<file path="config.mk">
export PLATFORM = sky130hd
export DESIGN_NAME = sdram_burst_colgen
export DESIGN_NICKNAME = d
export VERILOG_FILES = /design/src/rtl/colgen_pkg.sv /design/src/rtl/colgen_mode_decode.sv /design/src/rtl/colgen_beat_ctr.sv /design/src/rtl/colgen_addr_mix.sv /design/src/rtl/sdram_burst_colgen.sv
export SDC_FILE = /design/constraint.sdc
export NUM_CORES = 1
export LEC_CHECK = 0
export ABC_AREA = 1
export BUFFER_PORTS_ARGS = -buffer_cell sky130_fd_sc_hd__buf_2
export CORE_ASPECT_RATIO = 0.9
export CORE_MARGIN = 8
export CORE_UTILIZATION = 30
export CTS_BUF_LIST = sky130_fd_sc_hd__clkbuf_2
export DETAILED_ROUTE_END_ITERATION = 7
export SLEW_MARGIN = 25
export SYNTH_ARGS = -nofsm -noshare
export SYNTH_HDL_FRONTEND = slang
export SYNTH_SLANG_ARGS = --single-unit
</file>
<file path="constraint.sdc">
create_clock -name clk -period 3.03 [get_ports clk]
set_clock_uncertainty 0.2 [all_clocks]
set_input_delay 0.4545 -clock clk [delete_from_list [all_inputs] [get_ports clk]]
set_output_delay 0.4545 -clock clk [all_outputs]
set_load 0.005 [all_outputs]
</file>
<file path="src/rtl/colgen_pkg.sv">
`timescale 1ns/1ps
// colgen_pkg: shared types for the burst column generator.
// Assumes: one burst order bit as carried by the mode settings.
package colgen_pkg;
    typedef enum logic {
        ORD_COUNT = 1'b0,
        ORD_XOR   = 1'b1
    } burst_order_e;
endpackage

</file>
<file path="src/rtl/colgen_mode_decode.sv">
`timescale 1ns/1ps
// colgen_mode_decode: turns the burst-length code plus the command type
// into log2 of the effective burst length, and flags reserved codes.
// Assumes: codes 0..3 map to 1,2,4,8; anything else is reserved.
module colgen_mode_decode #(
    parameter int CODE_W = 3,
    parameter int LG_W   = 2
) (
    input  logic [CODE_W-1:0] bl_code_i,
    input  logic              wr_i,
    input  logic              wr_single_i,
    output logic [LG_W-1:0]   lg_o,
    output logic              err_o
);
    localparam int NUM_LEGAL = 4;

    // Purpose: choose log2 length; reserved codes and single writes give 0.
    always_comb begin
        lg_o  = '0;
        err_o = 1'b0;
        if (int'(bl_code_i) < NUM_LEGAL) begin
            lg_o = LG_W'(bl_code_i);
        end else begin
            err_o = 1'b1;
        end
        if (wr_i && wr_single_i) begin
            lg_o = '0;
        end
    end
endmodule

</file>
<file path="src/rtl/colgen_beat_ctr.sv">
`timescale 1ns/1ps
// colgen_beat_ctr: holds the burst's length and counts beats from 0.
// Produces the offset mask of the block and the final-beat flag.
// Assumes: load restarts the count on any cycle, even mid-burst.
module colgen_beat_ctr #(
    parameter int MAX_LOG = 3,
    parameter int LG_W    = 2
) (
    input  logic               clk,
    input  logic               rst_n,
    input  logic               load_i,
    input  logic [LG_W-1:0]    lg_i,
    output logic               active_o,
    output logic [MAX_LOG-1:0] k_o,
    output logic [MAX_LOG-1:0] mask_o,
    output logic               last_o
);
    logic [LG_W-1:0] lg_q;

    // Purpose: mask with the low lg_q bits set.
    always_comb begin
        for (int i = 0; i < MAX_LOG; i++) begin
            mask_o[i] = (i < int'(lg_q));
        end
    end

    assign last_o = active_o && (k_o == mask_o);

    // Purpose: load on strobe, advance each beat, stop after the last.
    always_ff @(posedge clk) begin
        if (!rst_n) begin
            active_o <= 1'b0;
            k_o      <= '0;
            lg_q     <= '0;
        end else if (load_i) begin
            active_o <= 1'b1;
            k_o      <= '0;
            lg_q     <= lg_i;
        end else if (active_o) begin
            if (last_o) begin
                active_o <= 1'b0;
            end else begin
                k_o <= k_o + 1'b1;
            end
        end
    end

    // a final beat with no new strobe ends the burst.
    a_r2_ends_after_last: assert property (@(posedge clk) disable iff (!rst_n)
        (last_o && !load_i) |=> !active_o);

    // the beat index never leaves the block.
    a_r3_k_in_block: assert property (@(posedge clk) disable iff (!rst_n)
        active_o |-> ((k_o & ~mask_o) == '0));

    // a burst that is not at its final beat keeps going.
    a_r2_keeps_going: assert property (@(posedge clk) disable iff (!rst_n)
        (active_o && !last_o) |=> active_o);
endmodule

</file>
<file path="src/rtl/colgen_addr_mix.sv">
`timescale 1ns/1ps
// colgen_addr_mix: forms the beat's column from the start column, the
// beat index, the block mask and the burst order.
// Assumes: k_i < block size; the mask is a run of low ones.
module colgen_addr_mix
    import colgen_pkg::*;
#(
    parameter int COL_W   = 9,
    parameter int MAX_LOG = 3
) (
    input  logic [COL_W-1:0]   base_i,
    input  logic [MAX_LOG-1:0] k_i,
    input  logic [MAX_LOG-1:0] mask_i,
    input  burst_order_e       order_i,
    output logic [COL_W-1:0]   col_o
);
    logic [MAX_LOG-1:0] off;
    logic [MAX_LOG-1:0] low_cnt;
    logic [MAX_LOG-1:0] low_xor;
    logic [MAX_LOG-1:0] low_sel;

    // Purpose: compute both orders inside the block, then pick one.
    always_comb begin
        off     = base_i[MAX_LOG-1:0] & mask_i;
        low_cnt = (off + k_i) & mask_i;
        low_xor = (off ^ k_i) & mask_i;
        low_sel = (order_i == ORD_XOR) ? low_xor : low_cnt;
        col_o   = {base_i[COL_W-1:MAX_LOG],
                   (base_i[MAX_LOG-1:0] & ~mask_i) | low_sel};
    end
endmodule

</file>
<file path="src/rtl/sdram_burst_colgen.sv">
`timescale 1ns/1ps
// sdram_burst_colgen: column address for each beat of a READ/WRITE burst.
// Captures the command and mode fields on start_i and presents beat 0 on
// the next cycle, then one beat per clock.
// Assumes: mode inputs are valid in the cycle of start_i.
module sdram_burst_colgen
    import colgen_pkg::*;
#(
    parameter int COL_W   = 9,
    parameter int CODE_W  = 3,
    parameter int MAX_LOG = 3
) (
    input  logic              clk,
    input  logic              rst_n,
    input  logic              start_i,
    input  logic              wr_i,
    input  logic [COL_W-1:0]  start_col_i,
    input  logic [CODE_W-1:0] bl_code_i,
    input  logic              order_i,
    input  logic              wr_single_i,
    output logic              beat_vld_o,
    output logic [COL_W-1:0]  col_o,
    output logic              last_o,
    output logic              bl_err_o
);
    localparam int LG_W = $clog2(MAX_LOG + 1);

    logic [LG_W-1:0]    dec_lg;
    logic               dec_err;
    logic [COL_W-1:0]   base_q;
    burst_order_e       order_q;
    logic               err_q;
    logic [MAX_LOG-1:0] beat_k;
    logic [MAX_LOG-1:0] blk_mask;

    colgen_mode_decode #(.CODE_W(CODE_W), .LG_W(LG_W)) u_dec (
        .bl_code_i  (bl_code_i),
        .wr_i       (wr_i),
        .wr_single_i(wr_single_i),
        .lg_o       (dec_lg),
        .err_o      (dec_err)
    );

    colgen_beat_ctr #(.MAX_LOG(MAX_LOG), .LG_W(LG_W)) u_ctr (
        .clk     (clk),
        .rst_n   (rst_n),
        .load_i  (start_i),
        .lg_i    (dec_lg),
        .active_o(beat_vld_o),
        .k_o     (beat_k),
        .mask_o  (blk_mask),
        .last_o  (last_o)
    );

    colgen_addr_mix #(.COL_W(COL_W), .MAX_LOG(MAX_LOG)) u_mix (
        .base_i (base_q),
        .k_i    (beat_k),
        .mask_i (blk_mask),
        .order_i(order_q),
        .col_o  (col_o)
    );

    // Purpose: capture the command column, order and error on a strobe.
    always_ff @(posedge clk) begin
        if (!rst_n) begin
            base_q  <= '0;
            order_q <= ORD_COUNT;
            err_q   <= 1'b0;
        end else if (start_i) begin
            base_q  <= start_col_i;
            order_q <= burst_order_e'(order_i);
            err_q   <= dec_err;
        end
    end

    assign bl_err_o = err_q && beat_vld_o;

    // a strobe gives a valid beat at the requested column next cycle.
    a_r10_first_beat_col: assert property (@(posedge clk) disable iff (!rst_n)
        start_i |=> (beat_vld_o && col_o == $past(start_col_i)));

    // block-select bits hold through a running burst.
    a_r6_upper_stable: assert property (@(posedge clk) disable iff (!rst_n)
        (beat_vld_o && !start_i) |=>
            (!beat_vld_o || col_o[COL_W-1:MAX_LOG] == $past(col_o[COL_W-1:MAX_LOG])));

    // a reserved-code burst is a single beat.
    a_r9_err_single: assert property (@(posedge clk) disable iff (!rst_n)
        bl_err_o |-> last_o);

    // no beat is ever presented with the error flag outside a burst.
    a_r1_err_needs_vld: assert property (@(posedge clk) disable iff (!rst_n)
        !beat_vld_o |-> (!bl_err_o && !last_o));
endmodule

</file>
==> impl_metrics.yaml, run 1 <==
layout:
  layout.cells.non_filler: 182
  syn_to_final_growth_pct: 16.1
  diodes: 0
  layout-drive-gt1-share_pct: 28.9
  n_fill_cell: 314
  fin_nets: 165
  stdcell_area_um2: 1040
route:
  drt_iter0_markers: 17
  drt_pass1_iterations: 4
  routedWlPerCell_um: 10.8
  vias_per_cell: 4.29
  postRouteAntennaNets: 0
  routed_wl_um: 1970
  drc_errors: 0
  via_count: 781
yosys:
  synthAdderAreaFrac_pct: 6.43
  ys_types: 23
  synth_area_leaders: "dfxtp_1, nor2_1, o21ai_0"
  synth_top_family_by_area: "simple AND/OR/NAND/NOR gates"
  synth_xor_area_share_pct: 2.94
  synth_top_area_cell: "dfxtp_1"
  ys_ff_latch: 17
  synth_cells: 119
  syn_nets: 141
  synth_compound_area_share_pct: 13.3
  synth-simple-area-share_pct: 26.3
  synth_area_um2: 895
  syn_avg_cell_area_um2: 7.52
  synth_mux_area_share_pct: 0
  synth_top_cell_area_share_pct: 38.0
  ys_seq_area_share_pct: 38.0
  ys_warn_count: 0
floorplanning:
  initial_core_util_pct: 32.0
  ios: 30
  rows: 18
  core_area_um2: 2790
  die_height_um: 67.8
  dieArea_um2: 4990
  die_w_um: 73.6
run_status:
  status: "finished, final reports clean"
setup_path:
  crit_required_ps: 2380
  cp-start-kind: "flop"
  max_stage_delay_ps: 430
  path_cells: "nor2_4 > nor2_1 > ha_1 > fa_1 > nand2_1 > a21oi_1 > o21ai_0 > xnor2_1 > buf_2"
  slowest_stage: "dfxtp_1"
  crit_path_max_fanout: 8
  critPathArrivalTime_ps: 2010
  crit_type: "flop to output pin"
  crit_family: "adder cells"
  crit_buf_inv: 1
  end_kind: "output pin"
clock_tree:
  clock_path_buffers: 2
  cts_buffers: 3
  clk_latency_ps: 280
  cts_root_buf: "clkbuf_2"
  ctsHoldBuffers: 0
  ctsResizeCount: 0
  ctsHtreeMaxLevel: 1
  cts_setup_buffers: 0
  path_clk_slew_ps: 160
  tritoncts: "yes"
  clkSinkCount: 17
place:
  pre_cts_slack_ps: 704
  dp_hpwl_um: 1590
  place_inst: 178
  postPlaceCellArea_um2: 1020
  io_buffers: 29
  gp_congestion: 0.746
grt:
  grt_overflow: 0
  track_usage_pct: 8.62
  grt_pass1_wl_um: 3490
  antenna_found_initial: 0
  grt_pass1_vias: 881
  grt_max_degree: 15
hold_path:
  hold_path_class: "primary input to flop"
timing:
  post-route-period-util_pct: 87.8
  rsz0062_at_grt: "false"
  setup_slack_ps: 370
  slew_headroom_pct: 73.0
  finalMaxSlewViolations: 0
  worst_slew_pin_slew_ps: 404
  setup_viol: 0
  setup_tns_ps: 0
  fmax_ghz: 0.376
  final_hold_viol_count: 0
  min_period_ps: 2660
power:
  finalPower_mw: 0.411
  p_leak_nw: 0.531
  peakVddDrop_mv: 0.194
  p_per_area_nw_per_um2: 396
flow_run:
  drv_cap: 0
==> cell families after synthesis <==
| logic type | after synthesis |
|---|---|
| adders and majority gates | 4 |
| xor gates and xnor gates | 3 |
| and+or+nand+nor | 50 |
| DFF | 17 |
| buffers and inverters | 22 |
| AOI/OAI and AO/OA | 23 |
==> per-stage QoR <==
| step | util [%] | hold WS [ps] |
|---|---|---|
| 6_report | 37.2 | 181 |
| 5_1_grt | 37.2 | 157 |
| 4_1_cts | 37.2 | 164 |
| 3_5_place_dp | 36.5 | 280 |
| 3_3_place_gp | 36.5 | 272 |
| 2_1_floorplan | - | 253 |
==> metal layers <==
layer | GRT usage, % | part of all wire (%) | vias up
met5 | 0 | 0 | -
met4 | 2.24 | 0 | 0
met3 | 2.81 | 6.4 | 0
met2 | 15.8 | 45 | 22
met1 | 9.34 | 49 | 345
li1 | - | - | 414
==> cell usage in the layout, fill, tap and decap left out <==
master    count
nand2_1      12
a21oi_2       1
a21oi_1       5
nor2_1       26
o21ai_0      17
nand2_4       1
xor2_1        1
fa_1          1
nor2_4        1
inv_2         1
clkinv_2      1
xnor2_1       2
nand3b_1      1
buf_2        29
ha_1          3
dfxtp_1      17
nand2_2       2
nand3_4       1
inv_1        11
clkbuf_2      3
nor2_2        1
nand3_1       4
nand4_1       1
==> power by group <==
part           switching [mW]  leakage, nW  total (mW)  internal (mW)
Sequential            0.00962        0.140       0.246          0.236
Combinational          0.0359        0.374      0.0657         0.0298
Clock                  0.0694       0.0164      0.0993         0.0299
==> layout make-up <==
cell class	count	area [um^2]	area share (%)
clock buffer	3	15.0	1.45
clock inverter	1	5.00	0.482
inverter	12	45.0	4.34
multi-input combinational	80	438	42.2
sequential	17	340	32.8
tap	40	50.0	4.82
timing repair buffer	29	145	14.0
==> final timing paths <==
path,startpoint,endpoint,slack [ps],cells after the start
setup / recovery,u_ctr.lg_q[1],col_o[2],370,9
hold / removal,start_col_i[2],base_q[2],180,3
setup reg to reg,u_ctr.lg_q[1],u_ctr.k_o[1],1570,8
hold reg to reg,base_q[0],base_q[0],300,2
==> worst min-delay path, stage by stage <==
cell	delay, ps
buf_2	80
nor2_1	40
nor2_1	80
==> Yosys cell counts, drive strengths merged <==
cell type	count
xnor2	2
buf	8
o21ai	17
xor2	1
nand4	1
nand3b	1
dfxtp	17
a21oi	6
fa	1
ha	3
nand3	5
nor2	28
inv	12
clkbuf	2
nand2	15
==> sequential cells by signal, summed over array words and instances, names as in the netlist <==
name	count
err_q	1
order_q	1
base_q	9
u_ctr.k_o	3
u_ctr.active_o	1
u_ctr.lg_q	2
(Power assumes the default switching activity.)
==> run 2, diff against run 1 <==
Settings changed: ABC_AREA 1 to default, CTS_CLUSTER_SIZE from default to 16.
Clock period 3.03 ns to 3.2 ns, I/O delays scaled along.
==> run 2 against run 1 <==
  * Via count is 14% lower
  * Cell area is 3.5% higher
  * Critical path type unchanged
  * Highest routed layer is now met4
  * Sequential share of layout area is 0.87 points lower
  * Non-clock buffer count stayed put
  * First-iteration DRC count rose by 41%
  * Area after synthesis up 3.2%
  * Synthesized cell count is 25% lower
  * Register-to-register slack worse by 110 ps
  * Clock-buffer cell count rose by 1
  * Global-route usage shrank 0.49 points
  * Flip-flop and latch count unchanged
==> impl_metrics.yaml, run 2 <==
run_status:
  status: "finished, final reports clean"
setup_path:
  reg2regPathDepth: 4
  cp-start-kind: "flop"
  end_kind: "output pin"
  r2r_end: "u_ctr.k_o[2]"
  crit_path_max_fanout: 8
  rrSetupSlack_ps: 1460
  crit_required_ps: 2520
  r2r_start: "u_ctr.k_o[2]"
  slowest_stage: "dfxtp_2"
  crit_end: "col_o[2]"
  path_cells: "or2_2 > and2_1 > ha_1 > fa_1 > nand2b_1 > xnor2_1 > nand3_1 > xnor2_1 > buf_2"
  critPathArrivalTime_ps: 2310
  max_stage_delay_ps: 380
  crit_type: "flop to output pin"
  cp_common_cell: "xnor2_1"
  critical_path.startpoint: "u_ctr.lg_q[1]"
timing:
  post-route-period-util_pct: 93.4
  final_hold_viol_count: 0
  slew_headroom_pct: 74.4
  finalMaxSlewViolations: 0
  setup_slack_ps: 213
  min_period_ps: 2990
  worst_slew_pin_slew_ps: 379
  rsz0062_at_grt: "false"
  setup_viol: 0
  fmax_ghz: 0.335
  setup_tns_ps: 0
floorplanning:
  die_height_um: 68.6
  rows: 19
  ios: 30
  die_w_um: 74.5
  core_area_um2: 3000
  dieArea_um2: 5110
  initial_core_util_pct: 30.8
layout:
  layout_commonest_cell: "buf_2"
  final_cell_mix: "buf_2, dfxtp_1, mux2i_1, nor2b_1"
  largest_reg_flops: 9
  fin_nets: 135
  diodes: 0
  top_regs: "base_q x9, u_ctr.k_o x3, u_ctr.lg_q x2"
  n_fill_cell: 331
  layout-drive-gt1-share_pct: 36.6
  syn_to_final_growth_pct: 16.4
  regMostFlops: "base_q"
route:
  postRouteAntennaNets: 0
  drt_iter0_markers: 24
  drc_errors: 0
  routedWlPerCell_um: 11.9
  via_count: 674
  routed_wl_um: 1840
  vias_per_cell: 4.38
  drt_pass1_iterations: 3
yosys:
  ys_types: 32
  synth_top_area_cell: "dfxtp_1"
  async_flop_share_pct: 0
  synth_common_cells: "dfxtp_1, mux2i_1, nor2b_1"
  syn_avg_cell_area_um2: 10.4
  synth_cells: 89
  yosysMostFrequentCell: "dfxtp_1"
  synth_area_um2: 923
  ys_ff_latch: 17
  synth_area_leaders: "dfxtp_1, mux2i_1, nor2b_1"
  synth_top_cell_area_share_pct: 36.9
  syn_nets: 111
  synth-edff-count: 0
  ys_seq_area_share_pct: 36.9
  ys.flop_type: "dfxtp_1"
  ys_warn_count: 0
grt:
  track_usage_pct: 8.13
  busiest_layer: "met2"
  grtUsageMet1_pct: 10.0
  grt_max_degree: 15
  antenna_found_initial: 0
  grtUsageMet3_pct: 2.89
  grt_pass1_wl_um: 3240
  grt_pass1_vias: 733
  grtUsageMet2_pct: 12.7
  grt_overflow: 0
clock_tree:
  path_clk_slew_ps: 140
  cts_setup_buffers: 0
  ctsHtreeMaxLevel: 1
  clk_latency_ps: 280
  clock_path_buffers: 2
  clkSinkCount: 17
  cts_buffers: 3
  tritoncts: "yes"
  cts_root_buf: "clkbuf_2"
power:
  p_leak_nw: 0.505
  p_sw_share_pct: 24.5
  switching_power_mw: 0.0926
  power.share.clock_pct: 25.0
  comb_power_share_pct: 14.2
  p_int_mw: 0.286
  seqPwrFrac_pct: 60.8
  peakVddDrop_mv: 0.163
  p_per_area_nw_per_um2: 352
place:
  dp_hpwl_um: 1480
  pre_cts_slack_ps: 498
  io_buffers: 29
  gp_congestion: 0.768
flow_run:
  drv_cap: 0
hold_path:
  hold_path_class: "primary input to flop"
run 2: kinds of logic after synthesis:
kind of cell    count (synthesis)  share of synthesized area [%]
compound gates                 11                           11.7
xor+xnor                        3                           3.66
fa+ha+maj                       4                           6.23
buf+inv                        11                           7.86
flops                          17                           36.9
mux                            14                           15.3
simple gates                   29                           18.4
run 2: power by group through the flow:
stage	Sequential, mW	Combinational (mW)	Clock [mW]
finish	0.230	0.0538	0.0946
global route	0.232	0.0620	0.117
CTS	0.230	0.0555	0.102
detailed placement	0.234	0.0553	0
global placement	0.234	0.0540	0
floorplan	0.232	0.0376	0
run 2: metal layers:
metal	share of wire (%)	wire length, um
met1	50	919
met2	44	817
met3	4.8	89
met4	0.65	12
met5	0	0
run 2: final cells by class:
type,instances,area [um^2],share of cell area [%]
Multi-Input combinational cell,61,510,47.5
Inverter,1,3.75,0.349
Sequential cell,17,343,31.9
Tap cell,42,52.6,4.89
Timing Repair Buffer,29,145,13.5
Clock buffer,4,20.0,1.86
run 2: critical path, delay by kind of cell (launching register included):
| family | cells | cell delay [ps] |
|---|---|---|
| flip-flops | 1 | 380 |
| AND/OR/NAND/NOR | 4 | 720 |
| buffers and inverters | 1 | 130 |
| XOR/XNOR | 2 | 260 |
| adder cells (fa/ha/maj) | 2 | 550 |
run 2: worst min-delay path by stage:
stage | cells past startpoint | end | start
6_report | 2 | u_ctr.lg_q[0] | bl_code_i[0]
5_1_grt | 2 | u_ctr.lg_q[1] | bl_code_i[1]
4_1_cts | 2 | u_ctr.lg_q[0] | bl_code_i[0]
3_5_place_dp | 2 | base_q[4] | base_q[4]
3_3_place_gp | 2 | err_q | err_q
2_1_floorplan | 2 | err_q | err_q
run 2: repair_timing:
| item | in CTS | in global routing |
|---|---|---|
| gates resized for setup | 0 | 2 |
| setup endpoints to repair | 0 | 1 |
| hold buffers | 0 | 0 |
run 2: stage by stage:
stage	util [%]	instances	power (mW)	instance area (um^2)	hold slack (ps)
finish	35.9	154	0.378	1070	231
global route	35.9	154	0.411	1070	188
CTS	35.8	154	0.387	1070	214
detailed placement	35.1	150	0.289	1050	303
global placement	35.1	150	0.288	1050	287
floorplan	-	89	0.270	923	274
